**src/rtl/divq_pkg.sv**
```systemverilog
package divq_pkg;

  // A unit can take work next edge if it is one step from finishing,
  // or if it is idle and nothing is loading it now.
  function automatic logic look_ahead_free(input logic cnt_zero,
                                           input logic cnt_one,
                                           input logic loading);
    return cnt_one | (cnt_zero & ~loading);
  endfunction

  function automatic int unsigned idx_width(input int unsigned n);
    return (n > 1) ? $clog2(n) : 1;
  endfunction

endpackage

```
**src/rtl/divq_slot.sv**
```systemverilog
module divq_slot #(
  parameter int DIV_CYCLES = 25,
  parameter int TAG_W      = 5,
  parameter int DATA_W     = 32
) (
  input  logic              clk,
  input  logic              rst,
  input  logic              load,
  input  logic [TAG_W-1:0]  load_tag,
  input  logic [DATA_W-1:0] load_data,
  input  logic              drain,
  output logic              free_now,
  output logic              ready_next,
  output logic              pend,
  output logic [TAG_W-1:0]  pend_tag,
  output logic [DATA_W-1:0] pend_data
);
  localparam int CNT_W = (DIV_CYCLES > 2) ? $clog2(DIV_CYCLES) : 1;
  localparam logic [CNT_W-1:0] LOAD_VAL = CNT_W'(DIV_CYCLES - 1);

  logic [CNT_W-1:0]  cnt;
  logic [TAG_W-1:0]  work_tag;
  logic [DATA_W-1:0] work_data;
  logic              cnt_zero;
  logic              cnt_one;

  assign cnt_zero   = (cnt == '0);
  assign cnt_one    = (cnt == CNT_W'(1));
  assign free_now   = cnt_zero;
  assign ready_next = divq_pkg::look_ahead_free(cnt_zero, cnt_one, load);

  always_ff @(posedge clk) begin
    if (rst)            cnt <= '0;
    else if (load)      cnt <= LOAD_VAL;
    else if (!cnt_zero) cnt <= cnt - CNT_W'(1);
  end

  always_ff @(posedge clk) begin
    if (load) begin
      work_tag  <= load_tag;
      work_data <= load_data;
    end
  end

  always_ff @(posedge clk) begin
    if (rst)          pend <= 1'b0;
    else if (cnt_one) pend <= 1'b1;
    else if (drain)   pend <= 1'b0;
  end

  always_ff @(posedge clk) begin
    if (cnt_one) begin
      pend_tag  <= work_tag;
      pend_data <= work_data;
    end
  end
endmodule

```
**src/rtl/divq_pick.sv**
```systemverilog
module divq_pick #(
  parameter int N_UNITS = 2
) (
  input  logic               req,
  input  logic [N_UNITS-1:0] free,
  output logic [N_UNITS-1:0] grant
);
  generate
    if (N_UNITS == 1) begin : g_single
      assign grant[0] = req & free[0];
    end else begin : g_dual
      assign grant[0] = req & free[0];
      assign grant[1] = req & ~free[0] & free[1];
    end
  endgenerate
endmodule

```
**src/rtl/divq_report.sv**
```systemverilog
module divq_report #(
  parameter int N_UNITS = 2,
  parameter int TAG_W   = 5,
  parameter int DATA_W  = 32,
  parameter int IDX_W   = 1
) (
  input  logic                           clk,
  input  logic                           rst,
  input  logic [N_UNITS-1:0]             pend,
  input  logic [N_UNITS-1:0][TAG_W-1:0]  pend_tag,
  input  logic [N_UNITS-1:0][DATA_W-1:0] pend_data,
  output logic [N_UNITS-1:0]             drain,
  output logic                           done_valid,
  output logic [IDX_W-1:0]               done_unit,
  output logic [TAG_W-1:0]               done_tag,
  output logic [DATA_W-1:0]              done_data
);
  logic [TAG_W-1:0]  sel_tag;
  logic [DATA_W-1:0] sel_data;
  logic [IDX_W-1:0]  sel_idx;

  generate
    if (N_UNITS == 1) begin : g_single
      assign drain    = pend;
      assign sel_tag  = pend_tag[0];
      assign sel_data = pend_data[0];
      assign sel_idx  = '0;
    end else begin : g_dual
      // unit 0 reports first; unit 1 keeps its result one more cycle
      assign drain[0] = pend[0];
      assign drain[1] = pend[1] & ~pend[0];
      assign sel_tag  = pend[0] ? pend_tag[0]  : pend_tag[1];
      assign sel_data = pend[0] ? pend_data[0] : pend_data[1];
      assign sel_idx  = pend[0] ? IDX_W'(0)    : IDX_W'(1);
    end
  endgenerate

  always_ff @(posedge clk) begin
    if (rst) done_valid <= 1'b0;
    else     done_valid <= |pend;
  end

  always_ff @(posedge clk) begin
    if (|pend) begin
      done_tag  <= sel_tag;
      done_data <= sel_data;
      done_unit <= sel_idx;
    end
  end
endmodule

```
**src/rtl/divq_ctrl.sv**
```systemverilog
module divq_ctrl #(
  parameter int N_UNITS    = 2,
  parameter int DIV_CYCLES = 25,
  parameter int TAG_W      = 5,
  parameter int DATA_W     = 32,
  localparam int IDX_W     = divq_pkg::idx_width(N_UNITS)
) (
  input  logic               clk,
  input  logic               rst,
  input  logic               issue_valid,
  input  logic [TAG_W-1:0]   issue_tag,
  input  logic [DATA_W-1:0]  issue_data,
  output logic               issue_taken,
  output logic [N_UNITS-1:0] unit_ready_next,
  output logic               done_valid,
  output logic [IDX_W-1:0]   done_unit,
  output logic [TAG_W-1:0]   done_tag,
  output logic [DATA_W-1:0]  done_data
);
  logic [N_UNITS-1:0]             slot_free;
  logic [N_UNITS-1:0]             slot_ready;
  logic [N_UNITS-1:0]             slot_grant;
  logic [N_UNITS-1:0]             slot_pend;
  logic [N_UNITS-1:0]             slot_drain;
  logic [N_UNITS-1:0][TAG_W-1:0]  slot_tag;
  logic [N_UNITS-1:0][DATA_W-1:0] slot_data;

  divq_pick #(.N_UNITS(N_UNITS)) u_pick (
    .req   (issue_valid),
    .free  (slot_free),
    .grant (slot_grant)
  );

  generate
    for (genvar i = 0; i < N_UNITS; i++) begin : g_slot
      divq_slot #(
        .DIV_CYCLES (DIV_CYCLES),
        .TAG_W      (TAG_W),
        .DATA_W     (DATA_W)
      ) u_slot (
        .clk        (clk),
        .rst        (rst),
        .load       (slot_grant[i]),
        .load_tag   (issue_tag),
        .load_data  (issue_data),
        .drain      (slot_drain[i]),
        .free_now   (slot_free[i]),
        .ready_next (slot_ready[i]),
        .pend       (slot_pend[i]),
        .pend_tag   (slot_tag[i]),
        .pend_data  (slot_data[i])
      );
    end
  endgenerate

  divq_report #(
    .N_UNITS (N_UNITS),
    .TAG_W   (TAG_W),
    .DATA_W  (DATA_W),
    .IDX_W   (IDX_W)
  ) u_report (
    .clk        (clk),
    .rst        (rst),
    .pend       (slot_pend),
    .pend_tag   (slot_tag),
    .pend_data  (slot_data),
    .drain      (slot_drain),
    .done_valid (done_valid),
    .done_unit  (done_unit),
    .done_tag   (done_tag),
    .done_data  (done_data)
  );

  assign issue_taken     = |slot_grant;
  assign unit_ready_next = slot_ready;
endmodule

```
**config.mk**
```make
export PLATFORM = sky130hd
export DESIGN_NAME = divq_ctrl
export DESIGN_NICKNAME = d
export VERILOG_FILES = /design/src/rtl/divq_pkg.sv /design/src/rtl/divq_slot.sv /design/src/rtl/divq_pick.sv /design/src/rtl/divq_report.sv /design/src/rtl/divq_ctrl.sv
export SDC_FILE = /design/constraint.sdc
export NUM_CORES = 1
export LEC_CHECK = 0
export BUFFER_PORTS_ARGS = -buffer_cell sky130_fd_sc_hd__buf_2
export CORE_MARGIN = 8
export CORE_UTILIZATION = 51
export DETAILED_ROUTE_END_ITERATION = 10
export GPL_ROUTABILITY_DRIVEN = 0
export PLACE_DENSITY = 0.83
export SLEW_MARGIN = 20
export SYNTH_ARGS = -nofsm -noshare
export SYNTH_HDL_FRONTEND = slang
export SYNTH_HIERARCHICAL = 1
export SYNTH_SLANG_ARGS = --single-unit
```
**constraint.sdc**
```tcl
create_clock -name clk -period 2.65 [get_ports clk]
set_input_delay 0.1325 -clock clk [delete_from_list [all_inputs] [get_ports clk]]
set_output_delay 0.1325 -clock clk [all_outputs]
set_load 0.02 [all_outputs]
```
==> results.txt, run 1 <==
----------------------------------------------------
[Run status]
  Status ... completed

[Cells and area]
  Count of filler cells inserted in the layout ... between 900 and 1k
  Most frequent standard cell in the layout excluding fill and tap cells ... sky130_fd_sc_hd__edfxtp_1
  Final Non-Filler Cells ... approximately 630
  Final Net Count ... a little under 500
  Commonest cells after routing, fill and taps aside ... 186 x sky130_fd_sc_hd__edfxtp_1, 81 x sky130_fd_sc_hd__buf_2, 37 x sky130_fd_sc_hd__dlygate4sd3_1
  Post-route standard cell area excluding fillers ... 0.00854 sq mm
  Share of layout cells above drive strength 1 ... 0.387
  Layout overhead on the synthesized area ... 23.9%
  Util after Layout ... 0.645
  Number of antenna repair diodes ... 0

[Global route]
  Gr usage total ... 0.126
  Global-route wire length before repair ... between 15 and 20 mm
  Grt total ovfl ... 0
  Largest net degree at the start of global routing ... 43
  Number of antenna violations at the first check in global routing ... 0
  Number of global-route vias before repair ... approximately 3.1k

[Critical path]
  Setup crit start kind ... register
  Arrival time at the worst endpoint ... around 2.3 ns
  Largest fanout of any net on the critical path ... 9
  Kind of end point of the critical path ... primary output
  CP Cell Sequence ... inv_1 -> ha_1 -> or4b_4 -> inv_2 -> and3b_4 -> or2_1 -> buf_2
  Critical Path Max Stage Delay ... around 0.52 ns
  Worst Path Required ... around 2.5 ns
  Category of the critical setup timing path ... register to primary output
  Slowest cell on the critical path ... sky130_fd_sc_hd__or4b_4

[Timing]
  Final worst-path cycle share ... 0.927
  RSZ-0062 raised after global routing ... no
  Headroom to the max-slew limit ... 0.507
  Slew of the pin with the lowest slew margin ... around 0.74 ns
  Final setup violation count ... 0
  Final Hold Violating Endpoints ... 0
  Max-slew violations ... 0
  Final hold slack ... between 0.08 and 0.09 ns
  Setup TNS after final layout ... 0 ns
  Setup ws final ... ~0.19 ns
  Maximum clock rate ... ~0.41 GHz
  Clock skew ... a little over 0.009 ns
  Shortest clock period the worst path allows after layout ... around 2.5 ns

[Route]
  Antenna viol nets, final ... 0
  Vias post-DR ... 3008
  DRC viols ... 0
  Detail-routed net length per standard cell ... ~17 um
  Post-detailed-routing wire length ... 10.6 mm
  First drt pass iteration count ... 4
  Drt initial violations ... 182
  Number of vias per cell after detailed routing ... between 4 and 5

[Hold path]
  Path category of the worst min-delay check ... primary input to register

[Clocking]
  Clock Sink Count ... 199
  Root buffer cell ... sky130_fd_sc_hd__clkbuf_16
  Clock tree from TritonCTS ... done
  Clock-pin slew on the worst setup and hold paths ... 0.07 ns
  CTS H-Tree Depth ... 4
  Source-to-sink clock delay at the later pin of the worst-skew pair ... between 0.4 and 0.5 ns
  Number of buffers added by the clock tree synthesis step ... 17
  Bufs on Longest Clock Path ... 2

[Synthesis]
  Share of synthesized flip-flops with an asynchronous set or reset ... 0
  Post-synthesis instance area ... 0.00689 sq mm
  Synthesized netlist cell count ... roughly 300
  Count of cell types in the netlist ... 28
  Nets in the synthesized netlist ... between 300 and 400
  Number of flops mapped to enable cells by yosys ... approximately 190
  Number of warnings printed during yosys synthesis ... 6
  Synth Area per Inst ... roughly 23 sq um
  Main flop type after synthesis ... sky130_fd_sc_hd__edfxtp_1
  Count of state elements after synthesis ... between 150 and 200
  Portion of the post-synthesis area used by sequential elements ... 0.848

[Placed design]
  Half-perimeter wire length of the detailed placement result ... just under 7 mm
  Number of input and output port buffers inserted ... just over 80
  Cell Count Post-Placement ... 560
  Pre-CTS WS ... 0.336 ns
  Placed standard-cell area ... between 0.007 and 0.008 sq mm

[Pwr]
  Lkg Pwr ... 3.09 nW
  PwrDens ... approximately 1200 mW/mm^2
  Clock network fraction of total power ... 0.251
  Sw Ratio ... 0.280
  Net load switching power ... around 2.8 mW
  Combinational power share ... 0.256
  Internal power summed over all cells ... just over 7 mW
  Sequential group share of total power ... 0.493
  Total design power ... around 10 mW
  VDD IR-drop max ... between 0.8 and 0.9 mV

[Floorplan]
  Floorplan core area ... between 0.01 and 0.015 sq mm
  IO Count ... 82
  Floorplan die width ... between 100 and 150 um
  Height of the chip ... 132 um
  Cell row count ... 42
  Initial core utilization ... 0.520
  Die area ... roughly 0.017 sq mm

[Flow run]
  Max-cap violations ... 0

----------------------------------------------------
==> routing by layer <==
metal / global-route usage / wire, um / up-vias
li1: - / - / 1460
met1: 0.140 / 4410 / 1451
met2: 0.208 / 5370 / 85
met3: 0.0564 / 665 / 12
met4: 0.0536 / 174 / 0
met5: 0 / 0 / -
==> timing repair <==
item | CTS | global route
endpoints found under the setup margin | 0 | 3
resized for setup | 0 | 2
buffers inserted | 0 | 6
hold buffers | 37 | 0
hold endpoints to repair | 74 | 0
==> final timing paths <==
kind	from	endpoint	slack, ns	cells after the start
hold / removal	rst	g_slot[0].u_slot/cnt[4]$_SDFFE_PP0P_	0.08	2
setup / recovery	g_slot[0].u_slot/cnt[0]$_SDFFE_PP0P_	issue_taken	0.19	7
setup reg to reg	g_slot[0].u_slot/cnt[0]$_SDFFE_PP0P_	g_slot[1].u_slot/cnt[3]$_SDFFE_PP0P_	0.45	9
hold reg to reg	g_slot[1].u_slot/work_data[15]$_DFFE_PP_	g_slot[1].u_slot/pend_data[15]$_DFFE_PP_	0.41	0
==> cell families (layout without fill, tap and decap cells) <==
family                   after synthesis  in the layout  share of synthesized area
AO/OA/AOI/OAI                         13             13                     0.0134
AND/OR/NAND/NOR                       27             27                     0.0269
multiplexers                          37             37                     0.0801
XOR/XNOR                               4              4                    0.00508
adder cells (fa/ha/maj)                4              4                    0.00726
flip-flops                           199            199                      0.848
buffers and inverters                 17            173                     0.0191
==> flip-flops by register name (all words and copies together), names as in the netlist <==
register / cells
u_report/done_tag: 5
g_slot.u_slot/pend_data: 64
g_slot.u_slot/pend_tag: 10
u_report/done_unit: 1
u_report/done_valid: 1
g_slot.u_slot/work_tag: 10
g_slot.u_slot/cnt: 10
g_slot.u_slot/work_data: 64
u_report/done_data: 32
g_slot.u_slot/pend: 2
==> synth_stat cells (3+ instances only) <==
| library cell | number | area share |
|---|---|---|
| sky130_fd_sc_hd__mux2_4 | 36 | 0.078 |
| sky130_fd_sc_hd__ha_1 | 4 | 0.0073 |
| sky130_fd_sc_hd__nor2_1 | 4 | 0.0022 |
| sky130_fd_sc_hd__edfxtp_1 | 186 | 0.81 |
| sky130_fd_sc_hd__a21oi_1 | 6 | 0.0044 |
| sky130_fd_sc_hd__nand2b_1 | 6 | 0.0054 |
| sky130_fd_sc_hd__dfxtp_1 | 13 | 0.038 |
| sky130_fd_sc_hd__xnor2_1 | 4 | 0.0051 |
| sky130_fd_sc_hd__inv_1 | 9 | 0.0049 |
| sky130_fd_sc_hd__buf_12 | 3 | 0.0087 |
| sky130_fd_sc_hd__nor3_1 | 4 | 0.0029 |
==> power groups by stage <==
stage	logic, mW	clock network [mW]	registers [mW]
6_report	2.55	2.51	4.92
5_1_grt	2.75	2.68	5.01
4_1_cts	2.52	2.56	4.93
3_5_place_dp	2.46	0	4.99
3_3_place_gp	2.37	0	4.94
2_1_floorplan	1.40	0	5.26
==> critical path: cells and delay by family (launching register included) <==
kind	cells	cell delay [ns]
adder cells (fa/ha/maj)	1	0.23
buffers and inverters	3	0.37
flip-flops	1	0.32
AND/OR/NAND/NOR	3	0.99
==> layout make-up <==
type                    count  area (sq um)  share of cell area
clock buffers              17           425              0.0498
flip-flops and latches    199          5850               0.685
clock inverters            13           154              0.0180
repair buffers            132           931               0.109
well taps                 176           220              0.0258
inverters                  11          41.3             0.00484
multi-input cells          85           920               0.108
No activity file was read; power rests on OpenSTA's default activity.
==> inputs of run 2 (changes only) <==
==> constraint.sdc (replaced) <==
create_clock -name clk -period 2.65 [get_ports clk]
set_input_delay 0.265 -clock clk [delete_from_list [all_inputs] [get_ports clk]]
set_output_delay 0.265 -clock clk [all_outputs]
set_load 0.02 [all_outputs]
==> results.txt, run 2 (synthesized netlist as in run 1, its figures left out) <==
----------------------------------------------------
[Pwr]
  Sequential group share of total power ... 0.492 (about the same)
  Clock network fraction of total power ... 0.261 (+0.010)
  Combinational power share ... 0.247 (-0.009)
  Net load switching power ... 2.80 mW (about the same)
  Sw Ratio ... 0.280 (-0.000367)
  Lkg Pwr ... 2.93 nW (-5.2%)
  VDD IR-drop max ... 0.948 mV (+6.5%)
  Internal power summed over all cells ... 7.20 mW (+0.27%)
  PwrDens ... 1220 mW/mm^2 (+4.4%)

[Route]
  Post-detailed-routing wire length ... 10.0 mm (-5.8%)
  Antenna viol nets, final ... 0 (unchanged)
  DRC viols ... 0 (unchanged)
  Drt initial violations ... 154 (-15%)
  Number of vias per cell after detailed routing ... 4.81 (+1.2%)
  First drt pass iteration count ... 4 (unchanged)
  Detail-routed net length per standard cell ... 16.8 um (about the same)
  Vias post-DR ... 2867 (-4.7%)

[Critical path]
  Critical Path Max Stage Delay ... 0.50 ns (-0.02 ns)
  Worst flop-to-flop path endpoint ... g_slot[1].u_slot/work_data[2]$_DFFE_PP_
  Setup crit start kind ... register
  Category of the critical setup timing path ... register to primary output
  Largest fanout of any net on the critical path ... 9 (unchanged)
  CP Cell Sequence ... inv_1 -> ha_4 -> or4b_4 -> inv_2 -> and3b_4 -> or2_1 -> buf_2
  Count of buffering cells on the critical path with inverters included ... 3 (unchanged)
  R2r worst-path depth ... 7 (-2)
  Kind of end point of the critical path ... primary output
  Crit-path leading delay family ... simple AND/OR/NAND/NOR gates
  Arrival time at the worst endpoint ... 2.28 ns (-0.04 ns)
  Setup slack of the most critical reg-to-reg path ... 0.31 ns (-0.14 ns)
  Source of the worst register-to-register timing path ... g_slot[1].u_slot/cnt[0]$_SDFFE_PP0P_
  Slowest cell on the critical path ... sky130_fd_sc_hd__or4b_4
  Worst Path Required ... 2.38 ns (-0.14 ns)

[Placed design]
  Number of input and output port buffers inserted ... 81 (unchanged)
  Pre-CTS WS ... 0.303 ns (-0.0335 ns)
  Cell Count Post-Placement ... 559 (-0.18%)
  Placed standard-cell area ... 0.00752 sq mm (-0.27%)
  Half-perimeter wire length of the detailed placement result ... 6.40 mm (-7.7%)

[Timing]
  Final Hold Violating Endpoints ... 0 (unchanged)
  Final worst-path cycle share ... 0.962 (+0.0348)
  Setup TNS after final layout ... 0 ns (unchanged)
  RSZ-0062 raised after global routing ... no
  Maximum clock rate ... 0.392 GHz (-3.6%)
  Final setup violation count ... 0 (unchanged)
  Setup ws final ... 0.101 ns (-0.0922 ns)
  Max-slew violations ... 0 (unchanged)
  Slew of the pin with the lowest slew margin ... 0.746 ns (+0.00638 ns)
  Shortest clock period the worst path allows after layout ... 2.55 ns (+0.0922 ns)
  Headroom to the max-slew limit ... 0.503 (-0.00425)
  Clock skew ... 0.0187 ns (+0.00949 ns)

[Floorplan]
  Height of the chip ... 132 um (unchanged)
  Floorplan die width ... 132 um (unchanged)
  Floorplan core area ... 0.0132 sq mm (unchanged)
  IO Count ... 82 (unchanged)
  Cell row count ... 42 (unchanged)
  Initial core utilization ... 0.520 (unchanged)
  Die area ... 0.0175 sq mm (unchanged)

[Cells and area]
  Layout overhead on the synthesized area ... 19.0%
  Final Net Count ... 451 (-8.0%)
  Share of layout cells above drive strength 1 ... 0.431 (+0.0436)
  Commonest cells after routing, fill and taps aside ... 186 x sky130_fd_sc_hd__edfxtp_1, 81 x sky130_fd_sc_hd__buf_2, 36 x sky130_fd_sc_hd__mux2_4
  Most frequent standard cell in the layout excluding fill and tap cells ... sky130_fd_sc_hd__edfxtp_1
  Number of antenna repair diodes ... 0 (unchanged)
  Registers with the highest flip-flop counts ... g_slot.u_slot/pend_data (64), g_slot.u_slot/work_data (64), u_report/done_data (32)
  Final Non-Filler Cells ... 596 (-5.8%)
  Post-route standard cell area excluding fillers ... 0.00820 sq mm (-4.0%)

[Hold path]
  Beginning of the worst hold path ... issue_data[6]
  Path category of the worst min-delay check ... primary input to register
  Terminating pin of the worst hold path ... g_slot[1].u_slot/work_data[6]$_DFFE_PP_
  Depth of the worst hold-timing path ... 1 (-1)

[Clocking]
  CTS H-Tree Depth ... 4 (unchanged)
  Clock Sink Count ... 199 (unchanged)
  Root buffer cell ... sky130_fd_sc_hd__clkbuf_16
  Bufs on Longest Clock Path ... 2 (unchanged)
  Count of hold-fix buffers inserted at cts ... 0 (-100%)
  Clock-pin slew on the worst setup and hold paths ... 0.07 ns (about the same)
  Source-to-sink clock delay at the later pin of the worst-skew pair ... 0.42 ns (about the same)
  Number of buffers added by the clock tree synthesis step ... 17 (unchanged)
  Clock tree from TritonCTS ... done

[Run status]
  Status ... completed

[Flow run]
  Max-cap violations ... 0 (unchanged)

[Global route]
  Global-route wire length before repair ... 15.7 mm (-4.6%)
  Number of antenna violations at the first check in global routing ... 0 (unchanged)
  Gr usage total ... 0.120 (-0.00620)
  Grt total ovfl ... 0 (unchanged)
  Largest net degree at the start of global routing ... 43 (unchanged)
  Number of global-route vias before repair ... 3078 (-1.2%)

----------------------------------------------------
run 2: worst register-to-register path, stage by stage (launching register included):
cell	delay, ns
sky130_fd_sc_hd__dfxtp_1	0.34
sky130_fd_sc_hd__inv_1	0.09
sky130_fd_sc_hd__ha_1	0.23
sky130_fd_sc_hd__or4b_4	0.52
sky130_fd_sc_hd__inv_2	0.11
sky130_fd_sc_hd__and3b_4	0.28
sky130_fd_sc_hd__buf_4	0.13
sky130_fd_sc_hd__buf_4	0.29
run 2: layer usage:
layer	wire [um]	GRT usage	part of all wire	vias to the layer above
met1	4060	0.125	0.41	1388
met5	0	0	0	-
met2	5230	0.207	0.52	89
li1	-	-	-	1382
met3	609	0.0465	0.061	8
met4	99	0.0637	0.0099	0
run 2: worst max-delay path by stage:
stage | slack (ns) | depth (start not counted) | start | endpoint
after floorplan | 0.15 | 6 | g_slot[1].u_slot/cnt[0]$_SDFFE_PP0P_ | unit_ready_next[1]
after global placement | 0.40 | 6 | g_slot[1].u_slot/cnt[0]$_SDFFE_PP0P_ | g_slot[1].u_slot/work_tag[3]$_DFFE_PP_
after global routing | 0.005 | 7 | g_slot[1].u_slot/cnt[1]$_SDFFE_PP0P_ | issue_taken
final | 0.10 | 7 | g_slot[0].u_slot/cnt[1]$_SDFFE_PP0P_ | issue_taken
after CTS | 0.03 | 7 | g_slot[0].u_slot/cnt[0]$_SDFFE_PP0P_ | issue_taken
after detailed placement | 0.30 | 6 | g_slot[1].u_slot/cnt[0]$_SDFFE_PP0P_ | g_slot[1].u_slot/work_tag[3]$_DFFE_PP_
run 2: power groups by stage:
stage	Sequential (mW)	Combinational, mW	Clock (mW)
2_1_floorplan	5.26	1.40	0
3_3_place_gp	4.94	2.36	0
3_5_place_dp	4.99	2.43	0
4_1_cts	4.93	2.47	2.68
5_1_grt	5.00	2.70	2.80
6_report	4.92	2.47	2.61
run 2: final cells by class:
| type | count | area, sq um |
|---|---|---|
| Fill cell | 953 | 5040 |
| Sequential cell | 199 | 5850 |
| Clock inverter | 13 | 171 |
| Multi-Input combinational cell | 85 | 932 |
| Clock buffer | 19 | 453 |
| Inverter | 11 | 41.3 |
| Timing Repair Buffer | 93 | 533 |
| Tap cell | 176 | 220 |
run 2: per-stage QoR:
step / hold WS (ns) / total power [mW] / util
after floorplan: 0.334 / 6.66 / -
after global placement: 0.401 / 7.29 / 0.568
after detailed placement: 0.405 / 7.42 / 0.568
after CTS: 0.00510 / 10.1 / 0.616
after global routing: 0.00394 / 10.5 / 0.619
final: 0.0305 / 10.0 / 0.619
run 2: repair_timing:
action,CTS,global route
endpoints found under the setup margin,3,2
pin swaps,0,1
resized for setup,4,2
setup buffers,0,5
==> inputs of run 3 (changes only) <==
- BUFFER_PORTS_ARGS: -buffer_cell sky130_fd_sc_hd__buf_2 -> unset
- CORE_UTILIZATION: 51 -> 55
- DONT_BUFFER_PORTS: unset -> 1
- PLACE_DENSITY: 0.83 -> 0.82
- SLEW_MARGIN: 20 -> unset
==> results.txt, run 3 (synthesized netlist as in run 1, its figures left out) <==
----------------------------------------------------
[Placed design]
  Number of input and output port buffers inserted ... 0 (-100%)
  Half-perimeter wire length of the detailed placement result ... 6.41 mm (+0.18%)
  Pre-CTS WS ... 0.332 ns (+0.0287 ns)
  Placed standard-cell area ... 0.00713 sq mm (-5.2%)

[Timing]
  Headroom to the max-slew limit ... 0.494 (-0.00853)
  Shortest clock period the worst path allows after layout ... 2.56 ns (+0.0105 ns)
  Final Hold Violating Endpoints ... 0 (unchanged)
  Max-slew violations ... 0 (unchanged)
  Slew of the pin with the lowest slew margin ... 0.759 ns (+0.0128 ns)
  Setup TNS after final layout ... 0 ns (unchanged)
  Final hold slack ... 0.192 ns (+0.161 ns)
  Final worst-path cycle share ... 0.966 (+0.00394)
  Maximum clock rate ... 0.391 GHz (-0.41%)
  Clock skew ... 0.0111 ns (-0.00760 ns)
  Final setup violation count ... 0 (unchanged)
  Setup ws final ... 0.0902 ns (-0.0105 ns)

[Cells and area]
  Count of filler cells inserted in the layout ... 817 (-14%)
  Registers with the highest flip-flop counts ... g_slot.u_slot/pend_data (64), g_slot.u_slot/work_data (64), u_report/done_data (32)
  Final Net Count ... 407 (-9.8%)
  Most frequent standard cell in the layout excluding fill and tap cells ... sky130_fd_sc_hd__edfxtp_1
  Share of layout cells above drive strength 1 ... 0.263 (-0.168)
  Layout overhead on the synthesized area ... 18.0%
  Commonest cells after routing, fill and taps aside ... 186 x sky130_fd_sc_hd__edfxtp_1, 38 x sky130_fd_sc_hd__dlygate4sd3_1, 36 x sky130_fd_sc_hd__mux2_4
  Post-route standard cell area excluding fillers ... 0.00813 sq mm (-0.78%)

[Global route]
  Number of antenna violations at the first check in global routing ... 3 (+3)
  GR met3 Demand/Resource ... 0.0470 (+0.000511)
  Grt total ovfl ... 0 (unchanged)
  Met2 usage ... 0.225 (+0.0177)
  Global-route wire length before repair ... 16.1 mm (+2.0%)
  Global-route track usage on met1 ... 0.144 (+0.0193)
  Number of global-route vias before repair ... 3009 (-2.2%)
  Gr busiest metal ... met2
  Gr usage total ... 0.135 (+0.0151)
  Largest net degree at the start of global routing ... 43 (unchanged)

[Clocking]
  CTS H-Tree Depth ... 4 (unchanged)
  Bufs on Longest Clock Path ... 2 (unchanged)
  Clock Sink Count ... 199 (unchanged)
  Root buffer cell ... sky130_fd_sc_hd__clkbuf_16
  Source-to-sink clock delay at the later pin of the worst-skew pair ... 0.43 ns (about the same)
  Number of buffers added for setup after CTS ... 0 (unchanged)
  Number of buffers added by the clock tree synthesis step ... 17 (unchanged)
  Clock-pin slew on the worst setup and hold paths ... 0.07 ns (about the same)
  Clock tree from TritonCTS ... done

[Floorplan]
  Cell row count ... 41 (-2.4%)
  Die area ... 0.0164 sq mm (-6.4%)
  Height of the chip ... 128 um (-3.3%)
  IO Count ... 82 (unchanged)
  Floorplan die width ... 128 um (-3.3%)
  Initial core utilization ... 0.555 (+0.0347)
  Floorplan core area ... 0.0124 sq mm (-6.3%)

[Critical path]
  Kind of end point of the critical path ... primary output
  Worst Path Required ... 2.38 ns (about the same)
  Setup crit start kind ... register
  Largest fanout of any net on the critical path ... 8 (-1)
  Category of the critical setup timing path ... register to primary output
  Arrival time at the worst endpoint ... 2.29 ns (about the same)

[Pwr]
  PwrDens ... 1210 mW/mm^2 (-1.1%)
  VDD IR-drop max ... 0.817 mV (-14%)
  Lkg Pwr ... 2.76 nW (-5.8%)

[Route]
  Post-detailed-routing wire length ... 10.2 mm (+2.4%)
  Antenna viol nets, final ... 0 (unchanged)
  Number of vias per cell after detailed routing ... 5.03 (+4.5%)
  Vias post-DR ... 2770 (-3.4%)
  Detail-routed net length per standard cell ... 18.6 um (+11%)
  Drt initial violations ... 110 (-29%)
  First drt pass iteration count ... 4 (unchanged)
  DRC viols ... 0 (unchanged)

[Run status]
  Status ... completed

[Flow run]
  Max-cap violations ... 0 (unchanged)

[Hold path]
  Path category of the worst min-delay check ... primary input to register

----------------------------------------------------
[run 3: worst max-delay path: stages, from the launching register on]
cell and delay (ns):
sky130_fd_sc_hd__dfxtp_1 0.33, sky130_fd_sc_hd__inv_1 0.11, sky130_fd_sc_hd__ha_2 0.22, sky130_fd_sc_hd__or4b_4 0.51
sky130_fd_sc_hd__inv_2 0.10, sky130_fd_sc_hd__and3b_2 0.28, sky130_fd_sc_hd__o21ai_1 0.16, sky130_fd_sc_hd__buf_4 0.16
[run 3: report_power, final]
| part | internal (mW) | switching [mW] | leakage (nW) |
|---|---|---|---|
| Sequential | 4.69 | 0.593 | 1.82 |
| Combinational | 0.819 | 1.12 | 0.649 |
| Clock | 1.52 | 1.07 | 0.292 |
| Total | 7.03 | 2.78 | 2.76 |
[run 3: repair_timing]
action,4_1_cts,5_1_grt
hold buffers,38,0
endpoints found under the setup margin,0,2
resized for setup,0,4
hold endpoints to repair,87,0
[run 3: per-stage QoR]
step	utilization	power [mW]	cells
2_1_floorplan	-	6.66	301
3_3_place_gp	0.574	7.12	478
3_5_place_dp	0.574	7.25	478
4_1_cts	0.654	9.90	548
5_1_grt	0.655	10.3	551
6_report	0.655	9.82	551
[run 3: layer usage]
metal  wire length (um)  vias to the layer above
met5                  0                        -
met4                275                        0
met3                479                       20
met2               5390                       74
met1               4100                     1378
li1                   -                     1298
[run 3: layout make-up]
class | instances | area [sq um] | area share
clock inverters | 13 | 169 | 0.0208
flip-flops and latches | 199 | 5850 | 0.719
well taps | 172 | 215 | 0.0265
clock buffers | 19 | 443 | 0.0545
repair buffers | 49 | 488 | 0.0600
inverters | 11 | 41.3 | 0.00508
multi-input cells | 85 | 923 | 0.114
diodes | 3 | 7.51 | 0.000923
[run 3: final timing paths]
kind / start / end / slack [ns] / cells after the start
setup / recovery: g_slot[0].u_slot/cnt[0]$_SDFFE_PP0P_ / unit_ready_next[1] / 0.09 / 7
hold / removal: issue_valid / g_slot[0].u_slot/cnt[1]$_SDFFE_PP0P_ / 0.19 / 2
setup reg to reg: g_slot[1].u_slot/cnt[0]$_SDFFE_PP0P_ / g_slot[1].u_slot/work_data[15]$_DFFE_PP_ / 0.33 / 6
hold reg to reg: g_slot[1].u_slot/work_data[28]$_DFFE_PP_ / g_slot[1].u_slot/pend_data[28]$_DFFE_PP_ / 0.42 / 0
